==> src/rtl/dlock_pkg.sv <==
package dlock_pkg;
    localparam int DIAL_W = 6;
    localparam int NSTEPS = 3;

    typedef enum logic [1:0] {
        ST_IDLE  = 2'd0,
        ST_ONE   = 2'd1,
        ST_TWO   = 2'd2,
        ST_OPEN  = 2'd3
    } stage_t;

    typedef struct packed {
        logic              right;
        logic [DIAL_W-1:0] value;
    } dial_op_t;

    function automatic logic op_equals(dial_op_t op, logic dir,
                                       logic [DIAL_W-1:0] val,
                                       logic [DIAL_W-1:0] vmax);
        return (op.right == dir) && (op.value == val) && (op.value <= vmax);
    endfunction
endpackage

==> src/rtl/dlock_step_match.sv <==
module dlock_step_match
    import dlock_pkg::*;
#(
    parameter logic              DIR0 = 1'b1,
    parameter logic [DIAL_W-1:0] VAL0 = 6'd13,
    parameter logic              DIR1 = 1'b0,
    parameter logic [DIAL_W-1:0] VAL1 = 6'd22,
    parameter logic              DIR2 = 1'b1,
    parameter logic [DIAL_W-1:0] VAL2 = 6'd3,
    parameter logic [DIAL_W-1:0] VMAX = 6'd39
) (
    input  stage_t   cur,
    input  dial_op_t op,
    output logic     hit_next,
    output logic     hit_first
);
    localparam logic [NSTEPS-1:0]        DIRS = {DIR2, DIR1, DIR0};
    localparam logic [NSTEPS*DIAL_W-1:0] VALS = {VAL2, VAL1, VAL0};

    logic [NSTEPS:0] step_hit;

    for (genvar g = 0; g < NSTEPS; g++) begin : g_step
        assign step_hit[g] = op_equals(op, DIRS[g], VALS[g*DIAL_W +: DIAL_W], VMAX);
    end
    assign step_hit[NSTEPS] = 1'b0;

    always_comb begin
        hit_next  = step_hit[cur];
        hit_first = step_hit[0];
    end
endmodule

==> src/rtl/dlock_next_stage.sv <==
module dlock_next_stage
    import dlock_pkg::*;
(
    input  stage_t cur,
    input  logic   relock,
    input  logic   valid,
    input  logic   hit_next,
    input  logic   hit_first,
    output stage_t nxt
);
    always_comb begin
        nxt = cur;
        if (relock) begin
            nxt = ST_IDLE;
        end else if (valid && cur != ST_OPEN) begin
            if (hit_next)       nxt = stage_t'(cur + 2'd1);
            else if (hit_first) nxt = ST_ONE;
            else                nxt = ST_IDLE;
        end
    end
endmodule

==> src/rtl/dial_sequence_lock.sv <==
module dial_sequence_lock
    import dlock_pkg::*;
#(
    parameter logic              DIR0 = 1'b1,
    parameter logic [DIAL_W-1:0] VAL0 = 6'd13,
    parameter logic              DIR1 = 1'b0,
    parameter logic [DIAL_W-1:0] VAL1 = 6'd22,
    parameter logic              DIR2 = 1'b1,
    parameter logic [DIAL_W-1:0] VAL2 = 6'd3,
    parameter logic [DIAL_W-1:0] VMAX = 6'd39
) (
    input  logic              clk,
    input  logic              rst,
    input  logic              relock,
    input  logic              op_valid,
    input  logic              op_right,
    input  logic [DIAL_W-1:0] op_value,
    output logic [1:0]        stage,
    output logic              unlocked
);
    stage_t   cur_q, nxt;
    dial_op_t op;
    logic     hit_next, hit_first;

    assign op = '{right: op_right, value: op_value};

    dlock_step_match #(
        .DIR0(DIR0), .VAL0(VAL0), .DIR1(DIR1), .VAL1(VAL1),
        .DIR2(DIR2), .VAL2(VAL2), .VMAX(VMAX)
    ) u_match (
        .cur(cur_q), .op(op), .hit_next(hit_next), .hit_first(hit_first)
    );

    dlock_next_stage u_next (
        .cur(cur_q), .relock(relock), .valid(op_valid),
        .hit_next(hit_next), .hit_first(hit_first), .nxt(nxt)
    );

    always_ff @(posedge clk) begin
        if (rst) cur_q <= ST_IDLE;
        else     cur_q <= nxt;
    end

    assign stage    = cur_q;
    assign unlocked = (cur_q == ST_OPEN);
endmodule

==> config.mk <==
export PLATFORM = sky130hd
export DESIGN_NAME = dial_sequence_lock
export DESIGN_NICKNAME = d
export VERILOG_FILES = /design/src/rtl/dlock_pkg.sv /design/src/rtl/dlock_step_match.sv /design/src/rtl/dlock_next_stage.sv /design/src/rtl/dial_sequence_lock.sv
export SDC_FILE = /design/constraint.sdc
export NUM_CORES = 1
export LEC_CHECK = 0
export BUFFER_PORTS_ARGS = -buffer_cell sky130_fd_sc_hd__buf_2
export CORE_AREA = 2 2 39 41
export DETAILED_ROUTE_END_ITERATION = 8
export DIE_AREA = 0 0 41 43
export HOLD_SLACK_MARGIN = 0.03
export PLACE_DENSITY_LB_ADDON = 0.05
export SLEW_MARGIN = 10
export SYNTH_ARGS = -nofsm -noshare
export SYNTH_HDL_FRONTEND = slang
export SYNTH_SLANG_ARGS = --single-unit
export TNS_END_PERCENT = 30
==> constraint.sdc <==
create_clock -name clk -period 1.25 [get_ports clk]
set_input_delay 0.1875 -clock clk [delete_from_list [all_inputs] [get_ports clk]]
set_output_delay 0.1875 -clock clk [all_outputs]
set_load 0.02 [all_outputs]
==> report_table.html, run 1 <==
<table>
<tr><th>Metric</th><th>Value</th></tr>
<tr><th colspan="2">Outcome</th></tr>
<tr><td>Run status</td><td>complete, no violations</td></tr>
<tr><th colspan="2">Place</th></tr>
<tr><td>DP Cell Count</td><td>47</td></tr>
<tr><td>I/O Buffers</td><td>13</td></tr>
<tr><td>Final weighted congestion in routability-driven placement</td><td>0.6362</td></tr>
<tr><td>Instance area after placement</td><td>264.0 um2</td></tr>
<tr><th colspan="2">Synthesis</th></tr>
<tr><td>Area fraction of the dominant cell type after synthesis</td><td>23.02%</td></tr>
<tr><td>Synth top area cells</td><td>sky130_fd_sc_hd__dfxtp_1, sky130_fd_sc_hd__and4bb_1, sky130_fd_sc_hd__a32o_1, sky130_fd_sc_hd__nor3b_1, sky130_fd_sc_hd__ha_1</td></tr>
<tr><td>Post-Synthesis Mean Instance Area</td><td>9.662 um2</td></tr>
<tr><td>Synth Register Bits</td><td>2</td></tr>
<tr><td>Number of distinct library cells after synthesis</td><td>13</td></tr>
<tr><td>Arithmetic-cell share of the synthesized area counting full adders, half adders and majority gates</td><td>7.194%</td></tr>
<tr><td>Syn_nets</td><td>30</td></tr>
<tr><td>Simple-gate share of the synthesized area</td><td>46.76%</td></tr>
<tr><td>Area share of xor/xnor cells in the synthesized design</td><td>0%</td></tr>
<tr><td>Number of warnings issued by yosys</td><td>0</td></tr>
<tr><td>Multiplexer area fraction after synthesis</td><td>0%</td></tr>
<tr><td>Cell Area, Synth</td><td>173.9 um2</td></tr>
<tr><td>Cells after Synth</td><td>18</td></tr>
<tr><td>Share of the synthesized area in compound gates (AO/OA/AOI/OAI)</td><td>23.02%</td></tr>
<tr><td>Dominant combinational cell family by area after synthesis</td><td>simple AND/OR/NAND/NOR gates</td></tr>
<tr><td>Sequential element share of the synthesized area</td><td>23.02%</td></tr>
<tr><td>Cell type with the largest total area after synthesis</td><td>sky130_fd_sc_hd__dfxtp_1</td></tr>
<tr><th colspan="2">STA</th></tr>
<tr><td>Worst Hold Slack</td><td>0.3482 ns</td></tr>
<tr><td>Total negative slack</td><td>0 ns</td></tr>
<tr><td>Count of endpoints failing setup in the final report</td><td>0</td></tr>
<tr><td>Final hold violations</td><td>0</td></tr>
<tr><td>Shortest clock period the worst path allows after layout</td><td>1.137 ns</td></tr>
<tr><td>Period utilisation layout</td><td>90.98%</td></tr>
<tr><td>Worst-case clock skew</td><td>0.001997 ns</td></tr>
<tr><td>Setup repair after global routing missed its margin</td><td>false</td></tr>
<tr><td>Slew at the pin closest to its max-slew limit</td><td>0.2514 ns</td></tr>
<tr><td>Max Freq</td><td>879.3 MHz</td></tr>
<tr><td>Worst slew margin</td><td>83.11%</td></tr>
<tr><td>Final max-slew violation count</td><td>0</td></tr>
<tr><th colspan="2">Clock network</th></tr>
<tr><td>CTS H-Tree Depth</td><td>1</td></tr>
<tr><td>CTS tree</td><td>done</td></tr>
<tr><td>Clock input transition at the sequential cells of the worst setup and hold paths</td><td>0.03 ns</td></tr>
<tr><td>Clk Latency, worst-skew pair</td><td>0.22 ns</td></tr>
<tr><td>Post-CTS setup buffer count</td><td>0</td></tr>
<tr><td>CTS Root Cell</td><td>sky130_fd_sc_hd__clkbuf_4</td></tr>
<tr><td>Num CTS Buffers</td><td>3</td></tr>
<tr><td>Longest Clk Path Bufs</td><td>2</td></tr>
<tr><td>Clock Sinks</td><td>2</td></tr>
<tr><td>Number of hold buffers added after cts</td><td>0</td></tr>
<tr><th colspan="2">Setup path</th></tr>
<tr><td>Crit path largest cell delay</td><td>0.34 ns</td></tr>
<tr><td>Worst path required time</td><td>1.41 ns</td></tr>
<tr><td>Largest fanout of any net on the critical path</td><td>6</td></tr>
<tr><td>Cell family with the largest share of critical-path delay</td><td>simple AND/OR/NAND/NOR gates</td></tr>
<tr><td>Critical Path Start Type</td><td>flop</td></tr>
<tr><td>Worst Path Arrival</td><td>1.30 ns</td></tr>
<tr><td>Critical path, cell by cell</td><td>ha_2 -&gt; nand2b_1 -&gt; nor3_1 -&gt; a32o_1</td></tr>
<tr><td>Sum of buffers and inverters on the critical path</td><td>0</td></tr>
<tr><td>Cell with the biggest individual delay on the critical path</td><td>sky130_fd_sc_hd__dfxtp_2</td></tr>
<tr><td>CP endpoint kind</td><td>flop</td></tr>
<tr><td>Path type of the worst setup path</td><td>flop to flop</td></tr>
<tr><th colspan="2">Hold path</th></tr>
<tr><td>Type of the most critical hold path</td><td>input pin to flop</td></tr>
<tr><th colspan="2">Floorplanning</th></tr>
<tr><td>Die footprint</td><td>1763 um2</td></tr>
<tr><td>Initial Utilization</td><td>12.57%</td></tr>
<tr><td>Area of the placeable core</td><td>1384 um2</td></tr>
<tr><td>Vertical die dimension</td><td>43 um</td></tr>
<tr><td>Die extent in x</td><td>41 um</td></tr>
<tr><td># rows</td><td>14</td></tr>
<tr><td>Number of top-level design ports</td><td>14</td></tr>
<tr><th colspan="2">Route</th></tr>
<tr><td>Post-detailed-routing wire length</td><td>543 um</td></tr>
<tr><td>Met2 Wirelength</td><td>301 um</td></tr>
<tr><td>Length of routed met3 wiring</td><td>10 um</td></tr>
<tr><td>Initial DRC Count</td><td>4</td></tr>
<tr><td>Highest metal layer with signal wires</td><td>met3</td></tr>
<tr><td>Vias after detailed routing</td><td>219</td></tr>
<tr><td># DRC</td><td>0</td></tr>
<tr><td>Average detailed-routed wire length per instance</td><td>10.86 um</td></tr>
<tr><td>Wire length on met1</td><td>231 um</td></tr>
<tr><td>Vias per cell</td><td>4.380</td></tr>
<tr><td>Final antenna-violating net count</td><td>0</td></tr>
<tr><td>Drt first pass iters</td><td>3</td></tr>
<tr><th colspan="2">Cells and area</th></tr>
<tr><td>Ant. Diodes</td><td>0</td></tr>
<tr><td>Flip-flop count of the largest register after layout</td><td>2</td></tr>
<tr><td>Number of fill cells in the layout</td><td>167</td></tr>
<tr><td>Fin cells</td><td>50</td></tr>
<tr><td>Nets@finish</td><td>48</td></tr>
<tr><td>Area growth from synthesis to final layout</td><td>67.63%</td></tr>
<tr><td>Post-layout instance area</td><td>291.5 um2</td></tr>
<tr><td>Fraction of layout instances using a drive strength above 1</td><td>58.82%</td></tr>
<tr><th colspan="2">Global routing</th></tr>
<tr><td>GRT overflow</td><td>0</td></tr>
<tr><td>Initial antenna violation count</td><td>0</td></tr>
<tr><td>Overall routing resource usage</td><td>9.018%</td></tr>
<tr><td>Wire length of the first global-routing pass</td><td>1028 um</td></tr>
<tr><td>Largest net degree at the start of global routing</td><td>7</td></tr>
<tr><td>Vias in the first global route</td><td>229</td></tr>
<tr><th colspan="2">Power</th></tr>
<tr><td>Largest voltage drop on the vdd net</td><td>0.3525 mV</td></tr>
<tr><td>Leakage power of the design</td><td>0.1324 nW</td></tr>
<tr><td>PwrDens</td><td>820.7 nW/um2</td></tr>
<tr><th colspan="2">Flow run</th></tr>
<tr><td>Max capacitance violation total</td><td>0</td></tr>
</table>
through the flow:
step,power [mW],setup WS (ns),utilization (%)
2_1_floorplan,0.07776,0.02189,-
3_3_place_gp,0.09791,0.08405,19.08
3_5_place_dp,0.09882,0.1024,19.08
4_1_cts,0.2488,0.09510,20.71
5_1_grt,0.2647,0.02103,21.07
6_report,0.2392,0.1128,21.07
cell type report:
class / instances / area (um2) / share of cell area [%]
repair buffers: 13 / 65.06 / 22.32
multi-input cells: 16 / 141.4 / 48.50
well taps: 16 / 20.02 / 6.867
flip-flops and latches: 2 / 42.54 / 14.59
clock buffers: 3 / 22.52 / 7.725
worst reg2reg max path: cells and delay by family, from the launching register on:
| family | cells | cell delay [ns] |
|---|---|---|
| AOI/OAI and AO/OA | 1 | 0.21 |
| adders and majority gates | 1 | 0.18 |
| DFF | 1 | 0.34 |
| and+or+nand+nor | 2 | 0.35 |
timing repair:
item | 4_1_cts | 5_1_grt
endpoints found under the setup margin | 0 | 1
endpoints found under the hold margin | 0 | 0
gates resized for setup | 0 | 1
cell families (layout without fill, tap and decap cells):
logic type               count (synthesis)  count (layout)
AO/OA/AOI/OAI                            5               5
buffers and inverters                    0              16
AND/OR/NAND/NOR                         10              10
flip-flops                               2               2
adder cells (fa/ha/maj)                  1               1
placed cells by master (no fill, tap or decap):
master,Yosys,routed
sky130_fd_sc_hd__nand4b_1,1,1
sky130_fd_sc_hd__nand2b_1,2,2
sky130_fd_sc_hd__o31a_1,1,1
sky130_fd_sc_hd__o22ai_1,1,1
sky130_fd_sc_hd__nand4bb_1,1,1
sky130_fd_sc_hd__and4bb_1,2,2
sky130_fd_sc_hd__ha_2,0,1
sky130_fd_sc_hd__nor3_1,1,1
sky130_fd_sc_hd__nand2_1,1,1
sky130_fd_sc_hd__dfxtp_2,0,2
sky130_fd_sc_hd__buf_2,0,13
sky130_fd_sc_hd__clkbuf_4,0,3
sky130_fd_sc_hd__o21ai_1,1,1
sky130_fd_sc_hd__a32o_1,2,2
sky130_fd_sc_hd__nor3b_2,0,1
sky130_fd_sc_hd__nor3b_1,2,1
metal layers:
metal,vias to the layer above,track usage (%)
met3,0,4.712
li1,109,-
met4,0,6.000
met1,108,9.585
met2,2,13.13
met5,-,0
power by group:
part | total (mW) | switching (mW) | internal [mW]
clock network | 0.140 | 0.0345 | 0.106
registers | 0.0644 | 0.0000640 | 0.0643
logic | 0.0346 | 0.0144 | 0.0202
total | 0.239 | 0.0489 | 0.190
final timing paths:
path	start	end	slack [ns]	cells after the start
setup reg to reg	stage[0]	stage[0]	0.11	4
hold / removal	rst	stage[1]	0.35	3
setup / recovery	stage[0]	stage[0]	0.11	4
hold reg to reg	stage[1]	stage[1]	0.53	1
synthesized netlist by cell type (all sizes together):
master and number:
dfxtp 2, nand2b 2, and4bb 2, ha 1
nor3 1, o31a 1, a32o 2, nand4bb 1
o22ai 1, nand2 1, nor3b 2, o21ai 1
nand4b 1
No activity file was read; power rests on OpenSTA's default activity.
==> run 2, diff against run 1 <==
--- a/config.mk
+++ b/config.mk
@@ -6,7 +6,10 @@
 export NUM_CORES = 1
 export LEC_CHECK = 0
 export BUFFER_PORTS_ARGS = -buffer_cell sky130_fd_sc_hd__buf_2
+export CELL_PAD_IN_SITES_DETAIL_PLACEMENT = 0
+export CELL_PAD_IN_SITES_GLOBAL_PLACEMENT = 1
 export CORE_AREA = 2 2 39 41
+export CTS_CLUSTER_SIZE = 8
 export DETAILED_ROUTE_END_ITERATION = 8
 export DIE_AREA = 0 0 41 43
 export HOLD_SLACK_MARGIN = 0.03
==> report_table.html, run 2 (synthesis gave the netlist of run 1 again) <==
<table>
<tr><th>Metric</th><th>Value</th></tr>
<tr><th colspan="2">Floorplanning</th></tr>
<tr><td>Die footprint</td><td>1763 um2 (unchanged)</td></tr>
<tr><td>Initial Utilization</td><td>12.57% (unchanged)</td></tr>
<tr><td>Number of top-level design ports</td><td>14 (unchanged)</td></tr>
<tr><td>Area of the placeable core</td><td>1384 um2 (unchanged)</td></tr>
<tr><td>Vertical die dimension</td><td>43 um (unchanged)</td></tr>
<tr><td># rows</td><td>14 (unchanged)</td></tr>
<tr><td>Die extent in x</td><td>41 um (unchanged)</td></tr>
<tr><th colspan="2">Cells and area</th></tr>
<tr><td>Area growth from synthesis to final layout</td><td>71.94% (was 67.63%)</td></tr>
<tr><td>Flip-flop count of the largest register after layout</td><td>2 (unchanged)</td></tr>
<tr><td>Ant. Diodes</td><td>0 (unchanged)</td></tr>
<tr><td>Nets@finish</td><td>49 (was 48)</td></tr>
<tr><td>Fraction of layout instances using a drive strength above 1</td><td>60.00% (was 58.82%)</td></tr>
<tr><td>Most common cell after layout, fill and taps aside</td><td>sky130_fd_sc_hd__buf_2 (unchanged)</td></tr>
<tr><td>Commonest cells after routing, fill and taps aside</td><td>sky130_fd_sc_hd__buf_2, sky130_fd_sc_hd__clkbuf_4 (unchanged)</td></tr>
<tr><th colspan="2">Global routing</th></tr>
<tr><td>Met3 capacity usage during global routing</td><td>5.236% (was 4.712%)</td></tr>
<tr><td>Wire length of the first global-routing pass</td><td>848 um (was 1028 um)</td></tr>
<tr><td>Met1 track demand over resource in global routing</td><td>8.571% (was 9.585%)</td></tr>
<tr><td>Initial antenna violation count</td><td>0 (unchanged)</td></tr>
<tr><td>Most heavily used metal layer in global routing</td><td>met2 (unchanged)</td></tr>
<tr><td>GRT overflow</td><td>0 (unchanged)</td></tr>
<tr><td>Routing usage on met2</td><td>9.063% (was 13.13%)</td></tr>
<tr><td>Largest net degree at the start of global routing</td><td>7 (unchanged)</td></tr>
<tr><td>Vias in the first global route</td><td>221 (was 229)</td></tr>
<tr><td>Overall routing resource usage</td><td>7.500% (was 9.018%)</td></tr>
<tr><th colspan="2">Clock network</th></tr>
<tr><td>Post-CTS setup buffer count</td><td>0 (unchanged)</td></tr>
<tr><td>Clk Latency, worst-skew pair</td><td>0.22 ns (about the same)</td></tr>
<tr><td>Number of hold buffers added after cts</td><td>0 (unchanged)</td></tr>
<tr><td>CTS H-Tree Depth</td><td>1 (unchanged)</td></tr>
<tr><td>Longest Clk Path Bufs</td><td>2 (unchanged)</td></tr>
<tr><td>Clock Sinks</td><td>2 (unchanged)</td></tr>
<tr><td>CTS Root Cell</td><td>sky130_fd_sc_hd__clkbuf_4 (unchanged)</td></tr>
<tr><td>Clock input transition at the sequential cells of the worst setup and hold paths</td><td>0.03 ns (about the same)</td></tr>
<tr><td>Num CTS Buffers</td><td>3 (unchanged)</td></tr>
<tr><td>CTS tree</td><td>done (unchanged)</td></tr>
<tr><td>Post-cts sizing count</td><td>0 (unchanged)</td></tr>
<tr><th colspan="2">Setup path</th></tr>
<tr><td>Crit path largest cell delay</td><td>0.34 ns (about the same)</td></tr>
<tr><td>Critical Path Start Type</td><td>flop (unchanged)</td></tr>
<tr><td>Worst path required time</td><td>1.41 ns (about the same)</td></tr>
<tr><td>Worst Path Arrival</td><td>1.31 ns (was 1.30 ns)</td></tr>
<tr><td>Cell with the biggest individual delay on the critical path</td><td>sky130_fd_sc_hd__dfxtp_2 (unchanged)</td></tr>
<tr><td>Path type of the worst setup path</td><td>flop to flop (unchanged)</td></tr>
<tr><td>Critical path, cell by cell</td><td>ha_2 -&gt; nand2b_1 -&gt; nor3_1 -&gt; a32o_1 (unchanged)</td></tr>
<tr><td>Largest fanout of any net on the critical path</td><td>6 (unchanged)</td></tr>
<tr><td>Cell family with the largest share of critical-path delay</td><td>simple AND/OR/NAND/NOR gates (unchanged)</td></tr>
<tr><td>CP endpoint kind</td><td>flop (unchanged)</td></tr>
<tr><td>Total stage count of the critical path</td><td>4 (unchanged)</td></tr>
<tr><td>Number of cells on the worst reg-to-reg path</td><td>4 (unchanged)</td></tr>
<tr><td>Sum of buffers and inverters on the critical path</td><td>0 (unchanged)</td></tr>
<tr><th colspan="2">Route</th></tr>
<tr><td>Initial DRC Count</td><td>1 (was 4)</td></tr>
<tr><td>Vias per cell</td><td>4.137 (was 4.380)</td></tr>
<tr><td>Drt first pass iters</td><td>4 (was 3)</td></tr>
<tr><td>Average detailed-routed wire length per instance</td><td>10.71 um (was 10.86 um)</td></tr>
<tr><td>Final antenna-violating net count</td><td>0 (unchanged)</td></tr>
<tr><td>Vias after detailed routing</td><td>211 (was 219)</td></tr>
<tr><td># DRC</td><td>0 (unchanged)</td></tr>
<tr><td>Post-detailed-routing wire length</td><td>546 um (was 543 um)</td></tr>
<tr><th colspan="2">Place</th></tr>
<tr><td>I/O Buffers</td><td>13 (unchanged)</td></tr>
<tr><td>Pre-CTS setup slack</td><td>0.08677 ns (was 0.1024 ns)</td></tr>
<tr><td>Final weighted congestion in routability-driven placement</td><td>0.6291 (was 0.6362)</td></tr>
<tr><td>Post-DP HPWL</td><td>436.9 um</td></tr>
<tr><th colspan="2">Hold path</th></tr>
<tr><td>Type of the most critical hold path</td><td>input pin to flop (unchanged)</td></tr>
<tr><td>Hold Path Cell Cnt</td><td>3 (unchanged)</td></tr>
<tr><th colspan="2">Power</th></tr>
<tr><td>Largest voltage drop on the vdd net</td><td>0.3484 mV (was 0.3525 mV)</td></tr>
<tr><td>PwrDens</td><td>807.1 nW/um2 (was 820.7 nW/um2)</td></tr>
<tr><td>Leakage power of the design</td><td>0.1379 nW (was 0.1324 nW)</td></tr>
<tr><td>Design Power</td><td>241.4 uW (was 239.2 uW)</td></tr>
<tr><th colspan="2">STA</th></tr>
<tr><td>Final hold violations</td><td>0 (unchanged)</td></tr>
<tr><td>Slew at the pin closest to its max-slew limit</td><td>0.2599 ns (was 0.2514 ns)</td></tr>
<tr><td>Max Freq</td><td>872.2 MHz (was 879.3 MHz)</td></tr>
<tr><td>Final max-slew violation count</td><td>0 (unchanged)</td></tr>
<tr><td>Count of endpoints failing setup in the final report</td><td>0 (unchanged)</td></tr>
<tr><td>Total negative slack</td><td>0 ns (unchanged)</td></tr>
<tr><td>Setup repair after global routing missed its margin</td><td>false (unchanged)</td></tr>
<tr><td>Period utilisation layout</td><td>91.72% (was 90.98%)</td></tr>
<tr><td>Worst slew margin</td><td>82.54% (was 83.11%)</td></tr>
<tr><td>Final worst setup slack</td><td>0.1035 ns (was 0.1128 ns)</td></tr>
<tr><td>Shortest clock period the worst path allows after layout</td><td>1.147 ns (was 1.137 ns)</td></tr>
<tr><td>Worst-case clock skew</td><td>0.002085 ns (was 0.001997 ns)</td></tr>
<tr><th colspan="2">Flow run</th></tr>
<tr><td>Max capacitance violation total</td><td>0 (unchanged)</td></tr>
<tr><th colspan="2">Outcome</th></tr>
<tr><td>Run status</td><td>complete, no violations (unchanged)</td></tr>
</table>
[run 2: changes by cell type in the layout (fill, tap and decap cells not counted)]
| cell | before | now |
|---|---|---|
| sky130_fd_sc_hd__buf_4 | 0 | 1 |
[run 2: report_power, final]
| part | internal (mW) | total (mW) | leakage [nW] | switching (mW) |
|---|---|---|---|---|
| clock | 0.106 | 0.143 | 0.0138 | 0.0370 |
| sequential | 0.0643 | 0.0644 | 0.0171 | 0.0000220 |
| combinational | 0.0202 | 0.0341 | 0.107 | 0.0139 |
| total | 0.191 | 0.241 | 0.138 | 0.0508 |
[run 2: through the flow]
step | instances | area, um2 | hold slack (ns) | util [%]
3_5_place_dp | 48 | 271.5 | 0.5390 | 19.62
6_report | 51 | 299.0 | 0.3463 | 21.61
3_3_place_gp | 48 | 271.5 | 0.5251 | 19.62
4_1_cts | 51 | 294.0 | 0.3387 | 21.25
2_1_floorplan | 18 | 178.9 | 0.4550 | -
5_1_grt | 51 | 299.0 | 0.3509 | 21.61
[run 2: tightest hold or removal path, cell delays in order]
cell and delay [ns]:
sky130_fd_sc_hd__buf_2 0.10, sky130_fd_sc_hd__nor3b_2 0.05, sky130_fd_sc_hd__a32o_1 0.19
[run 2: worst paths after layout]
check / end / from / slack [ns]
worst max-delay path: stage[0] / stage[1] / 0.10
worst max register to register: stage[0] / stage[1] / 0.10
worst min register to register: stage[1] / stage[1] / 0.54
worst min-delay path: stage[1] / rst / 0.35
[run 2: layer usage]
layer	up-vias	routed length, um	part of all wire [%]
met2	9	238	44
met4	0	0	0
li1	114	-	-
met5	-	0	0
met3	0	59	11
met1	88	247	45
[run 2: area by class of cell]
cell class                      instances  area (um2)
Timing Repair Buffer                   14       72.57
Multi-Input combinational cell         16       141.4
Clock buffer                            3       22.52
Sequential cell                         2       42.54
Fill cell                             161        1085
Tap cell                               16       20.02
==> run 3, diff against run 2 <==
--- a/config.mk
+++ b/config.mk
@@ -17,5 +17,6 @@
 export SLEW_MARGIN = 10
 export SYNTH_ARGS = -nofsm -noshare
 export SYNTH_HDL_FRONTEND = slang
+export SYNTH_HIERARCHICAL = 1
 export SYNTH_SLANG_ARGS = --single-unit
 export TNS_END_PERCENT = 30
==> report_table.html, run 3 <==
<table>
<tr><th>Metric</th><th>Value</th></tr>
<tr><th colspan="2">Synthesis</th></tr>
<tr><td>Number of enable flip-flop cells after synthesis</td><td>0 (unchanged)</td></tr>
<tr><td>Synth top area cells</td><td>sky130_fd_sc_hd__dfxtp_1, sky130_fd_sc_hd__and4bb_1, sky130_fd_sc_hd__nor4b_2, sky130_fd_sc_hd__nor2b_4, sky130_fd_sc_hd__and4bb_2 (was sky130_fd_sc_hd__dfxtp_1, sky130_fd_sc_hd__and4bb_1, sky130_fd_sc_hd__a32o_1, sky130_fd_sc_hd__nor3b_1, sky130_fd_sc_hd__ha_1)</td></tr>
<tr><td>Number of warnings issued by yosys</td><td>6 (was 0)</td></tr>
<tr><td>Cells after Synth</td><td>23 (was 18)</td></tr>
<tr><td>Post-Synthesis Mean Instance Area</td><td>9.194 um2 (was 9.662 um2)</td></tr>
<tr><td>Cell type with the largest total area after synthesis</td><td>sky130_fd_sc_hd__dfxtp_1 (unchanged)</td></tr>
<tr><td>Share of flip-flops with an asynchronous set or reset</td><td>0% (unchanged)</td></tr>
<tr><td>Number of distinct library cells after synthesis</td><td>17 (was 13)</td></tr>
<tr><td>Cell Area, Synth</td><td>211.5 um2 (was 173.9 um2)</td></tr>
<tr><td>Area fraction of the dominant cell type after synthesis</td><td>18.93% (was 23.02%)</td></tr>
<tr><td>Synth Register Bits</td><td>2 (unchanged)</td></tr>
<tr><td>Most used standard cells in the synthesized netlist</td><td>sky130_fd_sc_hd__and4bb_1, sky130_fd_sc_hd__dfxtp_1, sky130_fd_sc_hd__nand3_1, sky130_fd_sc_hd__nor2b_1, sky130_fd_sc_hd__o21ai_1 (was sky130_fd_sc_hd__a32o_1, sky130_fd_sc_hd__and4bb_1, sky130_fd_sc_hd__dfxtp_1, sky130_fd_sc_hd__nand2b_1, sky130_fd_sc_hd__nor3b_1)</td></tr>
<tr><td>Prevailing post-synth register cell</td><td>sky130_fd_sc_hd__dfxtp_1 (unchanged)</td></tr>
<tr><td>Count leader, synth</td><td>sky130_fd_sc_hd__and4bb_1</td></tr>
<tr><td>Syn_nets</td><td>35 (was 30)</td></tr>
<tr><td>Sequential element share of the synthesized area</td><td>18.93% (was 23.02%)</td></tr>
<tr><th colspan="2">Floorplanning</th></tr>
<tr><td>Number of top-level design ports</td><td>14 (unchanged)</td></tr>
<tr><td>Die footprint</td><td>1763 um2 (unchanged)</td></tr>
<tr><td># rows</td><td>14 (unchanged)</td></tr>
<tr><td>Initial Utilization</td><td>15.28% (was 12.57%)</td></tr>
<tr><td>Area of the placeable core</td><td>1384 um2 (unchanged)</td></tr>
<tr><td>Vertical die dimension</td><td>43 um (unchanged)</td></tr>
<tr><td>Die extent in x</td><td>41 um (unchanged)</td></tr>
<tr><th colspan="2">Clock network</th></tr>
<tr><td>CTS H-Tree Depth</td><td>1 (unchanged)</td></tr>
<tr><td>Num CTS Buffers</td><td>3 (unchanged)</td></tr>
<tr><td>Number of hold buffers added after cts</td><td>0 (unchanged)</td></tr>
<tr><td>Clock Sinks</td><td>2 (unchanged)</td></tr>
<tr><td>CTS tree</td><td>done (unchanged)</td></tr>
<tr><td>CTS Root Cell</td><td>sky130_fd_sc_hd__clkbuf_4 (unchanged)</td></tr>
<tr><td>Clock input transition at the sequential cells of the worst setup and hold paths</td><td>0.04 ns (was 0.03 ns)</td></tr>
<tr><td>Clk Latency, worst-skew pair</td><td>0.23 ns (was 0.22 ns)</td></tr>
<tr><td>Longest Clk Path Bufs</td><td>2 (unchanged)</td></tr>
<tr><th colspan="2">STA</th></tr>
<tr><td>Max Freq</td><td>766.6 MHz (was 872.2 MHz)</td></tr>
<tr><td>Final hold violations</td><td>0 (unchanged)</td></tr>
<tr><td>Final worst setup slack</td><td>-0.05440 ns (was 0.1035 ns)</td></tr>
<tr><td>Worst slew margin</td><td>85.31% (was 82.54%)</td></tr>
<tr><td>Worst-case clock skew</td><td>0.01020 ns (was 0.002085 ns)</td></tr>
<tr><td>Period utilisation layout</td><td>104.4% (was 91.72%)</td></tr>
<tr><td>Count of endpoints failing setup in the final report</td><td>2 (was 0)</td></tr>
<tr><td>Slew at the pin closest to its max-slew limit</td><td>0.2198 ns (was 0.2599 ns)</td></tr>
<tr><td>Setup repair after global routing missed its margin</td><td>true (was false)</td></tr>
<tr><td>Final max-slew violation count</td><td>0 (unchanged)</td></tr>
<tr><td>Shortest clock period the worst path allows after layout</td><td>1.304 ns (was 1.147 ns)</td></tr>
<tr><th colspan="2">Global routing</th></tr>
<tr><td>GRT overflow</td><td>0 (unchanged)</td></tr>
<tr><td>Met1 track demand over resource in global routing</td><td>10.16% (was 8.571%)</td></tr>
<tr><td>Routing usage on met2</td><td>11.56% (was 9.063%)</td></tr>
<tr><td>Most heavily used metal layer in global routing</td><td>met2 (unchanged)</td></tr>
<tr><td>Vias in the first global route</td><td>242 (was 221)</td></tr>
<tr><td>Overall routing resource usage</td><td>8.100% (was 7.500%)</td></tr>
<tr><td>Wire length of the first global-routing pass</td><td>945 um (was 848 um)</td></tr>
<tr><td>Initial antenna violation count</td><td>0 (unchanged)</td></tr>
<tr><td>Met3 capacity usage during global routing</td><td>1.571% (was 5.236%)</td></tr>
<tr><td>Largest net degree at the start of global routing</td><td>7 (unchanged)</td></tr>
<tr><th colspan="2">Setup path</th></tr>
<tr><td>CP endpoint kind</td><td>flop (unchanged)</td></tr>
<tr><td>Worst path required time</td><td>1.40 ns (was 1.41 ns)</td></tr>
<tr><td>Worst Path Arrival</td><td>1.45 ns (was 1.31 ns)</td></tr>
<tr><td>Path type of the worst setup path</td><td>flop to flop (unchanged)</td></tr>
<tr><td>Largest fanout of any net on the critical path</td><td>4 (was 6)</td></tr>
<tr><td>Critical Path Start Type</td><td>flop (unchanged)</td></tr>
<tr><th colspan="2">Flow run</th></tr>
<tr><td>Max capacitance violation total</td><td>0 (unchanged)</td></tr>
<tr><th colspan="2">Cells and area</th></tr>
<tr><td>Flip-flop count of the largest register after layout</td><td>2 (unchanged)</td></tr>
<tr><td>Most common cell after layout, fill and taps aside</td><td>sky130_fd_sc_hd__buf_2 (unchanged)</td></tr>
<tr><td>Area growth from synthesis to final layout</td><td>71.01% (was 71.94%)</td></tr>
<tr><td>Nets@finish</td><td>55 (was 49)</td></tr>
<tr><td>Final cell utilization of the core</td><td>26.13% (was 21.61%)</td></tr>
<tr><td>Commonest cells after routing, fill and taps aside</td><td>sky130_fd_sc_hd__buf_2, sky130_fd_sc_hd__clkbuf_4, sky130_fd_sc_hd__and4bb_1 (was sky130_fd_sc_hd__buf_2, sky130_fd_sc_hd__clkbuf_4)</td></tr>
<tr><td>Number of fill cells in the layout</td><td>155 (was 161)</td></tr>
<tr><td>Ant. Diodes</td><td>0 (unchanged)</td></tr>
<tr><td>Fraction of layout instances using a drive strength above 1</td><td>66.67% (was 60.00%)</td></tr>
<tr><th colspan="2">Route</th></tr>
<tr><td>Final antenna-violating net count</td><td>0 (unchanged)</td></tr>
<tr><td>Vias after detailed routing</td><td>251 (was 211)</td></tr>
<tr><td>Vias per cell</td><td>4.328 (was 4.137)</td></tr>
<tr><td>Post-detailed-routing wire length</td><td>598 um (was 546 um)</td></tr>
<tr><td>Initial DRC Count</td><td>0 (was 1)</td></tr>
<tr><td># DRC</td><td>0 (unchanged)</td></tr>
<tr><td>Drt first pass iters</td><td>1 (was 4)</td></tr>
<tr><td>Average detailed-routed wire length per instance</td><td>10.31 um (was 10.71 um)</td></tr>
<tr><th colspan="2">Outcome</th></tr>
<tr><td>Run status</td><td>complete, but fails checks (was complete, no violations)</td></tr>
<tr><td>Failing checks</td><td>setup timing</td></tr>
<tr><th colspan="2">Power</th></tr>
<tr><td>Largest voltage drop on the vdd net</td><td>0.1500 mV (was 0.3484 mV)</td></tr>
<tr><td>PwrDens</td><td>735.8 nW/um2 (was 807.1 nW/um2)</td></tr>
<tr><td>Design Power</td><td>266.1 uW (was 241.4 uW)</td></tr>
<tr><td>Leakage power of the design</td><td>0.1707 nW (was 0.1379 nW)</td></tr>
<tr><th colspan="2">Place</th></tr>
<tr><td>Post-DP HPWL</td><td>512 um (was 436.9 um)</td></tr>
<tr><td>Final weighted congestion in routability-driven placement</td><td>0.5938 (was 0.6291)</td></tr>
<tr><td>I/O Buffers</td><td>13 (unchanged)</td></tr>
<tr><td>Pre-CTS setup slack</td><td>-0.1265 ns (was 0.08677 ns)</td></tr>
<tr><th colspan="2">Hold path</th></tr>
<tr><td>Type of the most critical hold path</td><td>input pin to flop (unchanged)</td></tr>
</table>
run 3: layout make-up:
class                      count  area (um2)  area share [%]
clock buffer                   4       26.28           7.266
sequential                     2       45.04           12.46
timing repair buffer          15       80.08           22.15
tap                           16       20.02           5.536
multi-input combinational     21       190.2           52.60
run 3: worst paths after layout:
| path | startpoint | to | slack (ns) | cells after the start |
|---|---|---|---|---|
| worst max-delay path | stage[1] | stage[0] | -0.05 | 6 |
| worst min-delay path | rst | stage[1] | 0.13 | 2 |
| worst max register to register | stage[1] | stage[0] | -0.05 | 6 |
| worst min register to register | stage[0] | stage[0] | 0.73 | 4 |
run 3: layer usage:
metal / part of all wire (%) / up-vias
li1: - / 127
met1: 43 / 113
met2: 50 / 11
met3: 6.9 / 0
met4: 0 / 0
met5: 0 / -
run 3: cells by family (layout without fill, tap and decap cells):
kind of cell	count (synthesis)	count (layout)	synth area share, %
buffers and inverters	0	19	0
DFF	2	2	18.94
adders and majority gates	1	1	5.916
AOI/OAI and AO/OA	5	5	13.01
and+or+nand+nor	15	15	62.13
run 3: through the flow:
step	cell area, um2	setup TNS (ns)	std cells	hold slack [ns]
global placement	315.3	-0.1692	54	0.3501
global route	361.6	-0.2398	58	0.1325
floorplan	215.2	-0.03426	23	0.2494
finish	361.6	-0.08213	58	0.1330
detailed placement	315.3	-0.2336	54	0.3664
CTS	349.1	-0.1415	58	0.1264
run 3: worst max-delay path: stages (launching register included):
cell and delay, ns:
sky130_fd_sc_hd__dfxtp_4 0.34, sky130_fd_sc_hd__and4bb_1 0.25, sky130_fd_sc_hd__o21ai_1 0.07, sky130_fd_sc_hd__o21ai_2 0.17, sky130_fd_sc_hd__o21ai_2 0.09, sky130_fd_sc_hd__a211oi_2 0.17
sky130_fd_sc_hd__nor2b_1 0.14
run 3: report_power, final:
| part | switching (mW) | total, mW | leakage [nW] | internal, mW |
|---|---|---|---|---|
| registers | 0.00181 | 0.0651 | 0.0175 | 0.0633 |
| logic | 0.0179 | 0.0426 | 0.138 | 0.0247 |
| clock network | 0.0397 | 0.158 | 0.0150 | 0.119 |
run 3: timing repair:
item	in CTS	in global routing
pin swaps	2	0
setup buffers	0	0
endpoints found under the setup margin	3	2
resized for setup	3	3
